`config.mk`:
```
export PLATFORM = sky130hd
export DESIGN_NAME = rme_field_extract
export DESIGN_NICKNAME = d
export VERILOG_FILES = /design/src/rtl/rme_pkg.sv /design/src/rtl/rme_rotate.sv /design/src/rtl/rme_mask.sv /design/src/rtl/rme_field_extract.sv
export SDC_FILE = /design/constraint.sdc
export NUM_CORES = 1
export LEC_CHECK = 0
export CAP_MARGIN = 0
export CORE_MARGIN = 2
export CORE_UTILIZATION = 50
export CTS_CLUSTER_SIZE = 16
export DETAILED_ROUTE_END_ITERATION = 7
export DONT_BUFFER_PORTS = 1
export MAX_ROUTING_LAYER = met4
export PLACE_DENSITY_LB_ADDON = 0.08
export SETUP_SLACK_MARGIN = 0.15
export SLEW_MARGIN = 10
export SYNTH_ARGS = -nofsm -noshare
export SYNTH_HDL_FRONTEND = slang
export SYNTH_HIERARCHICAL = 1
export SYNTH_SLANG_ARGS = --single-unit
```
`constraint.sdc`:
```
create_clock -name clk -period 3.5 [get_ports clk]
set_input_delay 0.525 -clock clk [delete_from_list [all_inputs] [get_ports clk]]
set_output_delay 0.525 -clock clk [all_outputs]
set_load 0.01 [all_outputs]
```
`src/rtl/rme_pkg.sv`:
```
package rme_pkg;
  typedef enum logic {
    MODE_FIELD = 1'b0,
    MODE_REG   = 1'b1
  } rme_mode_e;
endpackage

```
`src/rtl/rme_rotate.sv`:
```
module rme_rotate #(
  parameter int DATA_W = 8,
  localparam int CNT_W = $clog2(DATA_W)
) (
  input  logic [DATA_W-1:0] src,
  input  logic [CNT_W-1:0]  amount,
  output logic [DATA_W-1:0] dst
);
  logic [DATA_W-1:0] stage [0:CNT_W];

  assign stage[0] = src;

  for (genvar s = 0; s < CNT_W; s++) begin : g_stage
    localparam int STEP = 1 << s;
    logic [DATA_W-1:0] turned;
    assign turned = {stage[s][STEP-1:0], stage[s][DATA_W-1:STEP]};
    assign stage[s+1] = amount[s] ? turned : stage[s];
  end

  assign dst = stage[CNT_W];
endmodule

```
`src/rtl/rme_mask.sv`:
```
module rme_mask #(
  parameter int DATA_W = 8,
  localparam int CNT_W = $clog2(DATA_W)
) (
  input  logic [DATA_W-1:0] din,
  input  logic [CNT_W-1:0]  len_code,
  input  logic              bypass,
  output logic [DATA_W-1:0] dout
);
  logic full_width;
  assign full_width = bypass || (len_code == '0);

  for (genvar i = 0; i < DATA_W; i++) begin : g_bit
    logic keep;
    assign keep    = full_width || (CNT_W'(i) < len_code);
    assign dout[i] = din[i] & keep;
  end
endmodule

```
`src/rtl/rme_field_extract.sv`:
```
module rme_field_extract #(
  parameter int DATA_W = 8,
  localparam int CNT_W = $clog2(DATA_W)
) (
  input  logic              clk,
  input  logic              rst,
  input  logic              in_valid,
  output logic              in_ready,
  input  logic [DATA_W-1:0] in_data,
  input  logic [CNT_W-1:0]  in_rot,
  input  logic [CNT_W-1:0]  in_len,
  input  logic              in_reg_mode,
  output logic              out_valid,
  input  logic              out_ready,
  output logic [DATA_W-1:0] out_data
);
  import rme_pkg::*;

  rme_mode_e         mode;
  logic [DATA_W-1:0] rotated;
  logic [DATA_W-1:0] masked;
  logic              accept;
  logic              occ_q;
  logic [DATA_W-1:0] res_q;

  assign mode = rme_mode_e'(in_reg_mode);

  rme_rotate #(.DATA_W(DATA_W)) u_rot (
    .src    (in_data),
    .amount (in_rot),
    .dst    (rotated)
  );

  rme_mask #(.DATA_W(DATA_W)) u_mask (
    .din      (rotated),
    .len_code (in_len),
    .bypass   (mode == MODE_REG),
    .dout     (masked)
  );

  assign in_ready = !occ_q || out_ready;
  assign accept   = in_valid && in_ready;

  always_ff @(posedge clk) begin
    if (rst) begin
      occ_q <= 1'b0;
      res_q <= '0;
    end else begin
      if (accept) begin
        occ_q <= 1'b1;
        res_q <= masked;
      end else if (out_ready) begin
        occ_q <= 1'b0;
      end
    end
  end

  assign out_valid = occ_q;
  assign out_data  = res_q;

  // a taken beat is presented next cycle
  p_accept_shows_r7: assert property (@(posedge clk) disable iff (rst)
    in_valid && in_ready |=> out_valid);

  // stalled result holds
  p_stall_hold_r8: assert property (@(posedge clk) disable iff (rst)
    out_valid && !out_ready |=> out_valid && $stable(out_data));

  // no accept, no change of data
  p_idle_keep_r9: assert property (@(posedge clk) disable iff (rst)
    !(in_valid && in_ready) |=> $stable(out_data));

  // bits above a short field come out clear
  p_field_clear_r4: assert property (@(posedge clk) disable iff (rst)
    in_valid && in_ready && !in_reg_mode && (in_len != '0)
    |=> (out_data >> $past(in_len)) == '0);

  // reset empties the output
  p_reset_empty_r1: assert property (@(posedge clk)
    rst |=> !out_valid && (out_data == '0));
endmodule

```
==> metrics.cfg <==
[final_layout]
fillers=147
final_common_cell=dfxtp_1
fin_cells=87
antenna_cells=0
drive_above_1_share_pct=32.9
regArea_um2=180
nNetsFinal=90
multi_input_area_um2=616
areaGrowthSynthToFinish_pct=-4.09

[routing]
routed-via-count=589
wl_met3_um=120
wl_met2_um=722
wl_per_cell_um=18.2
first_iter_violations=4
drcViolationCount=0
firstDrtPassIters=3
wl_um=1590
ant_nets=0
wl_met1_um=723
dr.max_layer_used=met4
viasPerCell=6.77

[grt]
grt_pass1_vias=541
grt_antenna_before_repair=0
grt_max_degree=19
grt_overflow=0
grt_usage_pct=17.5
grt_pass1_wl_um=2480

[worst_hold_path]
hold_depth=1
min_from=rst
min_path_type=primary input to flop
min_to=out_data[7]$_SDFFE_PP0P_

[setup_path]
critPathRequiredTime_ns=3.66
startpoint_type=primary input
endpoint_kind=flop
cp.arrival_ns=1.64
ff2ff_path_depth=3
rr_endpoint=out_data[3]$_SDFFE_PP0P_
cp_top_family=multiplexers
criticalPathCategory=primary input to flop
r2r_slack_ns=2.48
cp_num_cells=5
reg2reg_from=out_valid$_SDFFE_PP0P_
cpPeakStageDelay_ns=0.57
critPathBufInv=0
worstPathCellList=mux4_1, mux2_2, o41a_1, nand3_1, a21oi_2
critPathMaxFanout=8
critPathSlowestCell=mux4_1

[timing]
hold_viol=0
slew_headroom_pct=80.2
fmax_mhz=676
skew_ns=0.00582
worst_pin_slew_ns=0.296
fin_crit_sh_pct=42.3
setup_viol_count_final=0
setup-tns-final_ns=0
period_needed_ns=1.48
drv_slew=0
setup_slack_ns=2.02
rsz0062_at_grt=false

[placement]
dp_cells=83
pre_cts_slack_ns=1.74
place.gp.congestion=0.744
hpwl_um=1200
numPortBuffers=0

[die]
die_y_um=46.1
die_area_mm2=0.00213
io_pins=29
fp-row-count=15
core_mm2=0.00169
start_util_pct=52.5
die_x_um=46.1

[cts]
numCtsBuffers=3
clk_pin_slew_ns=0.06
cts_tree=yes
clockBufferDepth=2
cts-root-buf=clkbuf_4
postCtsSetupBuffers=0
insertion_delay_ns=0.26
cts_resized=0
cts.sinks=9
cts_htree_levels=1
hold_buffers=0

[run_status]
outcome=completed

[synthesis]
syn_avg_cell_area_um2=11.7
synth_top_area_share_pct=23.7
synth_area_leaders=mux4_1 (24%), dfxtp_1 (20%), mux2_2 (10%), a21bo_1 (9.0%), a21oi_2 (7.9%)
synth_seq_cells=9
ys_warn_count=6
yosysSeqAreaShare_pct=20.3
synthCells=76
syn_area_um2=887
synth_top_area_cell=mux4_1
syn-num-nets=95
synth_cell_types=22

[pwr]
ir_drop_mv=0.196
leakage_nw=0.307
powerDensity_mw_per_mm2=311
power.total_mw=0.265

[flow_run]
maxCapViolations=0

-- per-stage QoR --
stage | util, % | hold WS (ns) | instance area, um2
after CTS | 50.4 | 0.311 | 851
after floorplan | - | 0.602 | 887
after global routing | 50.4 | 0.304 | 851
final | 50.4 | 0.315 | 851
after global placement | 48.8 | 0.590 | 825
after detailed placement | 48.8 | 0.590 | 825
-- worst max-delay path by stage --
stage / from / end / slack [ns]
final: in_rot[1] / out_data[1]$_SDFFE_PP0P_ / 2.02
after global routing: in_rot[1] / out_data[1]$_SDFFE_PP0P_ / 1.97
after CTS: in_rot[1] / out_data[1]$_SDFFE_PP0P_ / 2.02
after detailed placement: in_rot[1] / out_data[1]$_SDFFE_PP0P_ / 1.74
after global placement: in_rot[2] / out_data[1]$_SDFFE_PP0P_ / 1.74
after floorplan: in_rot[2] / out_data[1]$_SDFFE_PP0P_ / 1.69
-- area by class of cell --
class	instances	share of cell area (%)
clock buffer	4	3.09
inverter	2	0.882
multi-input combinational	55	72.4
sequential	9	21.2
tap	17	2.50
-- cell usage after synthesis --
cell / n
buf_2: 1
nand3_1: 8
a21oi_2: 8
xnor2_1: 1
nor2_1: 1
dfxtp_1: 9
o21a_1: 3
nor3_2: 1
clkbuf_1: 2
inv_2: 1
nand2b_4: 1
a21bo_1: 8
mux2_2: 8
and3_2: 1
buf_6: 6
inv_1: 1
o31a_1: 4
buf_1: 1
o41a_1: 1
a21o_1: 1
a21oi_1: 1
mux4_1: 8
-- sequential cells by signal (all words and copies together) (netlist names) --
register and flops:
out_data 8, out_valid 1
-- worst register-to-register path, stage by stage (launching register included) --
cell	delay, ns
dfxtp_1	0.42
nand2b_4	0.18
a21bo_1	0.24
a21oi_2	0.12
-- where the power goes --
group	internal (mW)	switching [mW]	total (mW)
combinational	0.0442	0.0230	0.0672
clock	0.0439	0.0359	0.0798
sequential	0.110	0.00814	0.118
total	0.198	0.0669	0.265
-- metal layers --
layer	track usage (%)	vias up
li1	-	290
met5	-	-
met4	6.86	0
met3	7.06	5
met1	22.9	272
met2	23.9	22
-- kinds of logic after synthesis --
kind of cell,count (synthesis),synth area share [%]
simple gates,12,8.46
flops,9,20.3
compound gates,26,26.1
buf+inv,12,10.3
xor+xnor,1,0.987
mux,16,33.9
No activity file was read; power rests on OpenSTA's default activity.
